## src/rtl/shr_pkg.sv

```systemverilog
package shr_pkg;
  typedef enum logic [1:0] {
    OP_HOLD     = 2'd0,
    OP_SERIAL   = 2'd1,
    OP_WRAP     = 2'd2,
    OP_CLEAR    = 2'd3
  } shr_op_e;
endpackage

```

## src/rtl/shr_ctrl.sv

```systemverilog
module shr_ctrl
  import shr_pkg::*;
(
  input  logic    sim_clear,
  input  logic    hold,
  input  logic    load_serial,
  output shr_op_e op
);
  always_comb begin
    if (sim_clear)        op = OP_CLEAR;
    else if (hold)        op = OP_HOLD;
    else if (load_serial) op = OP_SERIAL;
    else                  op = OP_WRAP;
  end
endmodule

```

## src/rtl/shr_stage_array.sv

```systemverilog
module shr_stage_array
  import shr_pkg::*;
#(
  parameter int STAGES = 32
) (
  input  logic              clk,
  input  shr_op_e           op,
  input  logic              dir_left,
  input  logic              ser_in_right,
  input  logic              ser_in_left,
  output logic [STAGES-1:0] stages
);
  localparam int TOP = STAGES - 1;

  logic [STAGES-1:0] nxt;
  logic              head_in;
  logic              tail_in;

  // End feeds: recirculate takes the opposite end's bit.
  assign head_in = (op == OP_WRAP) ? stages[TOP] : ser_in_right;
  assign tail_in = (op == OP_WRAP) ? stages[0]   : ser_in_left;

  for (genvar i = 0; i < STAGES; i++) begin : g_stage
    logic from_low;
    logic from_high;
    if (i == 0) begin : g_first
      assign from_low = head_in;
    end else begin : g_mid_low
      assign from_low = stages[i-1];
    end
    if (i == TOP) begin : g_last
      assign from_high = tail_in;
    end else begin : g_mid_high
      assign from_high = stages[i+1];
    end
    always_comb begin
      unique case (op)
        OP_CLEAR: nxt[i] = 1'b0;
        OP_HOLD:  nxt[i] = stages[i];
        default:  nxt[i] = dir_left ? from_high : from_low;
      endcase
    end
  end

  always_ff @(posedge clk) begin
    stages <= nxt;
  end

  AST_SHIFT_RIGHT_IN: assert property (@(posedge clk) disable iff (op == OP_CLEAR)
    (op == OP_SERIAL && !dir_left) |=>
      (stages[0] == $past(ser_in_right)) && (stages[TOP:1] == $past(stages[TOP-1:0])));
  AST_SHIFT_LEFT_IN: assert property (@(posedge clk) disable iff (op == OP_CLEAR)
    (op == OP_SERIAL && dir_left) |=>
      (stages[TOP] == $past(ser_in_left)) && (stages[TOP-1:0] == $past(stages[TOP:1])));
  AST_HOLD_FREEZE: assert property (@(posedge clk) disable iff (op == OP_CLEAR)
    (op == OP_HOLD) |=> $stable(stages));
  AST_WRAP_RIGHT: assert property (@(posedge clk) disable iff (op == OP_CLEAR)
    (op == OP_WRAP && !dir_left) |=>
      (stages == {$past(stages[TOP-1:0]), $past(stages[TOP])}));
  AST_WRAP_LEFT: assert property (@(posedge clk) disable iff (op == OP_CLEAR)
    (op == OP_WRAP && dir_left) |=>
      (stages == {$past(stages[0]), $past(stages[TOP:1])}));
  AST_CLEAR_ZERO: assert property (@(posedge clk)
    (op == OP_CLEAR) |=> (stages == '0));
endmodule

```

## src/rtl/shr_out_latch.sv

```systemverilog
module shr_out_latch (
  input  logic clk,
  input  logic clr,
  input  logic d,
  output logic q
);
  // Updates on the falling edge so a chained neighbour samples a settled bit.
  always_ff @(negedge clk) begin
    if (clr) q <= 1'b0;
    else     q <= d;
  end

  AST_OUT_CLEARED: assert property (@(negedge clk)
    clr |=> (q == 1'b0));
endmodule

```

## src/rtl/bidir_recirc_shifter.sv

```systemverilog
module bidir_recirc_shifter
  import shr_pkg::*;
#(
  parameter int STAGES = 32
) (
  input  logic clk,
  input  logic sim_clear,
  input  logic dir_left,
  input  logic load_serial,
  input  logic hold,
  input  logic ser_in_right,
  input  logic ser_in_left,
  output logic ser_out_left,
  output logic ser_out_right
);
  localparam int TOP = STAGES - 1;

  shr_op_e           op;
  logic [STAGES-1:0] stages;

  initial begin
    if (STAGES < 2) $error("STAGES must be at least 2");
  end

  shr_ctrl u_ctrl (
    .sim_clear   (sim_clear),
    .hold        (hold),
    .load_serial (load_serial),
    .op          (op)
  );

  shr_stage_array #(.STAGES(STAGES)) u_array (
    .clk          (clk),
    .op           (op),
    .dir_left     (dir_left),
    .ser_in_right (ser_in_right),
    .ser_in_left  (ser_in_left),
    .stages       (stages)
  );

  shr_out_latch u_lat_left (
    .clk (clk),
    .clr (sim_clear),
    .d   (stages[0]),
    .q   (ser_out_left)
  );

  shr_out_latch u_lat_right (
    .clk (clk),
    .clr (sim_clear),
    .d   (stages[TOP]),
    .q   (ser_out_right)
  );

  // At a rising edge, before the array moves, the latches hold the end stages.
  AST_OUT_LEFT_TRACKS: assert property (@(posedge clk) disable iff (sim_clear)
    $past(!sim_clear) |-> (ser_out_left == stages[0]));
  AST_OUT_RIGHT_TRACKS: assert property (@(posedge clk) disable iff (sim_clear)
    $past(!sim_clear) |-> (ser_out_right == stages[TOP]));
endmodule

```

## config.mk

```make
export PLATFORM = sky130hd
export DESIGN_NAME = bidir_recirc_shifter
export DESIGN_NICKNAME = d
export VERILOG_FILES = /design/src/rtl/shr_pkg.sv /design/src/rtl/shr_ctrl.sv /design/src/rtl/shr_stage_array.sv /design/src/rtl/shr_out_latch.sv /design/src/rtl/bidir_recirc_shifter.sv
export SDC_FILE = /design/constraint.sdc
export NUM_CORES = 1
export LEC_CHECK = 0
export ABC_AREA = 0
export BUFFER_PORTS_ARGS = -buffer_cell sky130_fd_sc_hd__buf_2
export CAP_MARGIN = 20
export CELL_PAD_IN_SITES_DETAIL_PLACEMENT = 2
export CELL_PAD_IN_SITES_GLOBAL_PLACEMENT = 2
export CORE_MARGIN = 8
export CORE_UTILIZATION = 30
export DETAILED_ROUTE_END_ITERATION = 7
export PLACE_DENSITY = 0.67
export SLEW_MARGIN = 15
export SYNTH_ARGS = -nofsm -noshare
export SYNTH_HDL_FRONTEND = slang
export SYNTH_HIERARCHICAL = 1
export SYNTH_SLANG_ARGS = --single-unit
```

## constraint.sdc

```tcl
create_clock -name clk -period 4.3 [get_ports clk]
set_clock_uncertainty 0.1 [all_clocks]
set_input_delay 0.215 -clock clk [delete_from_list [all_inputs] [get_ports clk]]
set_output_delay 0.215 -clock clk [all_outputs]
set_load 0.03 [all_outputs]
```

**Word-level counts from Yosys, hierarchy flattened**

Index checks and enable logic that the tools add are counted.

- $add $sub $neg: 0
- Multipliers: 0
- Divide/modulo/power cells: 0
- Magnitude comparators: 0
- Eq/ne operators: 2
- Shifts and indexed selects: 0
- Muxes and demuxes: 69
- Bitwise logic cells: 0
- Reductions and logical operators: 1

Operators by type and width:

| operator | count |
|---|---|
| 1-bit one-hot mux with 2 select lines | 32 |
| 1-bit 2-to-1 mux | 34 |
| 2-bit 2-to-1 mux | 3 |
| 2-bit == test (second input constant) | 2 |
| 2-bit zero test | 1 |

- Flip-flop bits (word level): 34
- Latch bits: 0
- RAM bits: 0
- Memory bits (read-only): 0
- Input bits: 7
- Output and inout port bits: 2
- Logic and storage cells: 75
- Memories kept: 0

**Depth between registers and ports, before layout**

Gate-level depths: netlist of the first run.

- Word-level depth: 7
- Gate-level depth with buffers: 5
- Depth with buffers taken out: 4

**Cells and area by module**

The synthesis of the first run kept the hierarchy.

Modules (own cells, without submodules):

| module | instances | cells each | area each (sq um) | seq. area each (sq um) |
|---|---|---|---|---|
| shr_stage_array | 1 | 110 | 1656.6 | 960.9 |
| shr_out_latch | 2 | 3 | 37.5 | 20.0 |
| shr_ctrl | 1 | 3 | 18.8 | 0.0 |

==> metrics.txt, run 1 <==
status finished clean; CP Data Required Time 3.98 ns; internal power 567 uW; Ports 9; Max Cap Viol 0; Post-synth EDFFs 32; buffers added on ports 8; starting density of the core 30.3%; DP HPWL 1.94 mm; # resized after CTS 0; Hold Path Class input port to register; synthesis-to-layout area growth 4.57%; Die W 92.4 um; layout cells sized above 1 40.2%; Max stage delay on crit path 0.30 ns; PwrDens 418 nW/um^2; vias in the first global route 1018; WS Path Type register to output port; ant diodes 0; Worst-path clk slew 0.06 ns; gate count after technology mapping 119; Worst Path Buf+Inv 1; initial antenna violation count 0; sequential cell fraction of total power 57.3%; biggest area consumer among synthesized cells edfxtp_1; routability cong. 0.667; CP cell instances buf_2; CP delay by family, top flip-flops; CTS tree built; Net Sw Frac 26.0%; WL final 2.96 mm; Post-route DRC 0; top-area cell type share of the netlist area 54.9%; Max clock buf depth 2; Setup-failing EPs final 0; Slew headroom 33.4%; Synth Flop Type edfxtp_1; Post-synth ARST share 0%; vias post-DR 890; power share of the clock group 29.4%; most common cell after layout, fill and taps aside edfxtp_1; die height 92.4 um; Slew @ Worst Pin 0.999 ns; Syn Std Cell Area 1750 um^2; Clk Latency, worst-skew pair 0.28 ns; H-tree Lvls 2; drt wl/cell 14.7 um; drt first pass iters 4; Hold Buf Count CTS 0; Distinct cells, synth 18; global-route wire length before repair 4.99 mm; Filler cells 609; crit end category output port; FF-to-FF Start u_array/stages[31]; Post-Synthesis Mean Instance Area 14.7 um^2; Post-Route Setup TNS 0 ns; R2R setup slack 1.44 ns; RSZ-0062 raised after global routing false; CTS Buf Count 5; maximum fanout along the worst path 1; worst vdd ir 138 uV; ranking of synthesized cells by area edfxtp_1 (55%), mux2i_1 (17%), nor2_2 (11%); Antenna Nets Post-Route 0; DR vias/cell 4.41; combinational power share 13.3%; die area 8530 um^2; Post-layout nets 134; DRT iter0 DRCs 54; Final Hold Fails 0; standard-cell rows 28; CP max stage cell dfxtp_1; Congestion Overflow GR 0; Setup crit start kind register; Mapped Nets 126; P_sw 199 uW; CP startpoint u_lat_right/q; CTS Sinks 34; Setup Buffers After CTS 0; largest net degree at the start of global routing 37; Total Power 766 uW; Seq cells post-synth 34; Root Buffer clkbuf_8; warnings from Yosys 6; worst hold start ser_in_right; Core ar. 5780 um^2; most frequent cells in the layout edfxtp_1 (32), mux2i_1 (30), nor2_2 (30); Max Slew Vio Count 0; fraction of the yosys area taken by sequential cells 57.2%; crit path DAT 2.99 ns; LEAKAGE 0.000752 uW; GRT Total Usage 7.47%
-- cell usage after synthesis, drive strengths merged (2+ instances only) --
cell and n:
o21bai 2, edfxtp 32, dfxtp 2, buf 7, nor2b 2, inv 5
mux2i 30, nor2 30, a21o 2
-- routing by layer --
layer / share of wire [%] / up-vias / track usage [%]
met5: 0 / - / 0
met4: 1.9 / 0 / 4.03
met3: 4.5 / 7 / 2.83
met2: 45 / 14 / 11.3
met1: 48 / 436 / 9.02
li1: - / 433 / -
-- cell type report --
type | instances | area (um^2) | share of cell area (%)
flip-flops and latches | 34 | 1000 | 54.7
multi-input cells | 73 | 599 | 32.7
well taps | 75 | 93.8 | 5.13
clock buffers | 5 | 68.8 | 3.76
repair buffers | 8 | 40.0 | 2.19
clock inverters | 4 | 16.3 | 0.889
inverters | 3 | 11.3 | 0.615
-- cells by family after synthesis --
kind of cell,count (synthesis),share of synthesized area [%]
simple gates,36,13.8
flops,34,57.2
mux,30,17.2
buf+inv,12,8.58
compound gates,7,3.29
-- registers in the layout, summed over array words and instances, names as in the netlist --
register / flops
u_lat_right/q: 1
u_lat_left/q: 1
u_array/stages: 32
-- final timing paths --
path | endpoint | cells after the start
worst min-delay path | u_array/stages[0] | 3
worst min register to register | u_array/stages[13] | 2
worst max-delay path | ser_out_right | 1
worst max register to register | u_lat_right/q | 1
-- stage by stage --
step / instance area [um^2] / setup WS [ns] / cells / hold WS [ns] / util [%]
2_1_floorplan: 1750 / 1.38 / 119 / 0.425 / -
3_3_place_gp: 1750 / 1.36 / 195 / 0.487 / 30.3
3_5_place_dp: 1750 / 1.34 / 195 / 0.495 / 30.3
4_1_cts: 1830 / 0.982 / 202 / 0.257 / 31.7
5_1_grt: 1830 / 0.954 / 202 / 0.287 / 31.7
6_report: 1830 / 0.998 / 202 / 0.251 / 31.7
-- power by group through the flow --
stage               clock [uW]  sequential [uW]  combinational, uW
floorplan                 5.82              439               96.9
global placement          5.82              445               98.4
CTS                        237              441                105
detailed placement        5.82              447                105
finish                     225              439                102
global route               251              445                112
Power figures use the tool's default switching activity.
==> run 2, diff against run 1 <==
ABC_AREA = 1   (was 0)
PLACE_DENSITY = 0.73   (was 0.67)
clock period = 3.05 ns   (was 4.3 ns; I/O delays follow)
==> run 2 against run 1 <==
- clock power grew 68%
- critical path depth is the same
- setup slack lost 0.59 ns
- power grew 46%
- cell count grew 18%
- first-iteration DRC count grew 11%
- synthesized cell count grew 36%
- global-route usage grew 3.2 points
- non-clock buffer count is the same
- sequential share of layout area grew 3.0 points
- wire length grew 24%
- combinational power grew 21%
- critical path type unchanged
- critical endpoint is now ser_out_left
==> metrics.txt, run 2 <==
status finished clean; DP HPWL 2.35 mm; Core ar. 5110 um^2; global-route wire length before repair 6.33 mm; Total Power 1120 uW; drt first pass iters 4; CP cell instances buf_2; leading cell types by count after synthesis nor2_1 (54), edfxtp_1 (32), o21ai_0 (29); DR vias/cell 4.67; WS Path Type register to output port; GRT Total Usage 10.7%; most frequent cells in the layout nor2_1 (54), edfxtp_1 (32), o21ai_0 (29); Seq cells post-synth 34; post-synthesis compound-gate area fraction 11.1%; most common cell after layout, fill and taps aside nor2_1; crit end category output port; main combinational cell family by area after synthesis simple AND/OR/NAND/NOR gates; Filler cells 577; LEAKAGE 0.000721 uW; starting density of the core 31.0%; largest net degree at the start of global routing 34; DRT iter0 DRCs 60; Hold Path End u_array/stages[31]; biggest area consumer among synthesized cells edfxtp_1; maximum fanout along the worst path 1; R2R setup slack 0.83 ns; Synth Flop Type edfxtp_1; worst vdd ir 207 uV; Max Slew Vio Count 0; Max Cap Viol 0; Post-synth EDFFs 32; Worst R2R Path Depth 2; die area 7860 um^2; warnings from Yosys 6; combinational power share 11.0%; buffers added on ports 8; Post-layout nets 175; Congestion Overflow GR 0; post-synthesis mux area share 0%; worst hold start ser_in_left; PwrDens 645 nW/um^2; Post-Synth Simple-Gate Area 17.8%; Clk Latency, worst-skew pair 0.29 ns; drt wl/cell 15.3 um; CP max stage cell dfxtp_1; fraction of the yosys area taken by sequential cells 63.2%; Max stage delay on crit path 0.32 ns; Syn Std Cell Area 1580 um^2; Slew headroom 47.3%; RSZ-0062 raised after global routing false; crit path DAT 2.39 ns; internal power 830 uW; routability cong. 0.757; die height 88.7 um; reg-to-reg critical path endpoint u_lat_right/q; Mapped Nets 169; Ports 9; Setup Buffers After CTS 0; P_sw 289 uW; Adder-Cell Fraction of Synth Area 0%; Worst-path clk slew 0.07 ns; CP delay by family, top flip-flops; vias post-DR 1115; Worst Path Buf+Inv 1; Antenna Nets Post-Route 0; Distinct cells, synth 17; CTS Sinks 34; Max clock buf depth 2; layout cells sized above 1 12.4%; count leader, synth nor2_1; Setup-failing EPs final 0; vias in the first global route 1288; initial antenna violation count 0; Root Buffer clkbuf_8; power share of the clock group 33.8%; ranking of synthesized cells by area edfxtp_1 (61%), nor2_1 (13%), o21ai_0 (9.2%); Post-Synthesis Mean Instance Area 9.78 um^2; Largest register FFs 32; Post-route DRC 0; post-layout instance area 1730 um^2; gate count after technology mapping 162; Hold Path Class input port to register; # resized after CTS 0; leading registers by flop count u_array/stages x32, u_lat_left/q x1, u_lat_right/q x1; FF-to-FF Start u_array/stages[31]; Die W 88.7 um; Top reg by flops u_array/stages; synthesis-to-layout area growth 9.48%; Placed Area 1630 um^2; CTS tree built; standard-cell rows 26; CTS Buf Count 5; Post-Route Setup TNS 0 ns; ant diodes 0; WL final 3.67 mm; Final Hold Fails 0; Slew @ Worst Pin 0.791 ns; Setup crit start kind register; hold depth 5; Post-synth ARST share 0%; sequential cell fraction of total power 55.2%; H-tree Lvls 2; Hold Buf Count CTS 0; top-area cell type share of the netlist area 60.7%; CP Data Required Time 2.80 ns; Post-Synth XOR/XNOR Area 0%; Net Sw Frac 25.8%
-- run 2: cell type report --
cell class                      count  area [um^2]  share of cell area [%]
Multi-Input combinational cell    106          457                    26.3
Tap cell                           70         87.6                    5.05
Sequential cell                    34         1000                    57.7
Clock buffer                        7         96.3                    5.56
Timing Repair Buffer                8         40.0                    2.31
Inverter                           11         41.3                    2.38
Clock inverter                      3         11.3                   0.649
-- run 2: worst max path at each step --
stage | startpoint | end | slack, ns | depth (start not counted)
floorplan | u_lat_left/q | ser_out_left | 0.81 | 0
global placement | u_lat_left/q | ser_out_left | 0.80 | 1
detailed placement | u_lat_left/q | ser_out_left | 0.77 | 1
CTS | u_lat_left/q | ser_out_left | 0.38 | 1
global route | u_lat_left/q | ser_out_left | 0.36 | 1
finish | u_lat_left/q | ser_out_left | 0.41 | 1
-- run 2: logic make-up after synthesis --
| family | count (synthesis) |
|---|---|
| AND/OR/NAND/NOR | 71 |
| buffers and inverters | 22 |
| flip-flops | 34 |
| AO/OA/AOI/OAI | 35 |
-- run 2: metrics by stage --
step / hold WS [ns] / setup slack, ns / instances / util (%)
2_1_floorplan: 0.318 / 0.813 / 162 / -
3_3_place_gp: 0.446 / 0.798 / 231 / 32.0
3_5_place_dp: 0.441 / 0.767 / 231 / 32.0
4_1_cts: 0.151 / 0.376 / 239 / 34.0
5_1_grt: 0.190 / 0.364 / 239 / 34.0
6_report: 0.156 / 0.407 / 239 / 34.0
-- run 2: power by group through the flow --
stage	combinational (uW)	sequential [uW]	clock, uW
2_1_floorplan	94.1	617	8.21
3_3_place_gp	115	620	8.21
3_5_place_dp	123	628	8.21
4_1_cts	126	619	392
5_1_grt	143	626	414
6_report	123	618	378
-- run 2: routing by layer --
| layer | up-vias | global-route usage (%) | wire length, um |
|---|---|---|---|
| li1 | 548 | - | - |
| met3 | 7 | 2.69 | 119 |
| met1 | 544 | 12.5 | 1710 |
| met2 | 16 | 17.3 | 1760 |
| met5 | - | 0 | 0 |
| met4 | 0 | 5.99 | 74 |
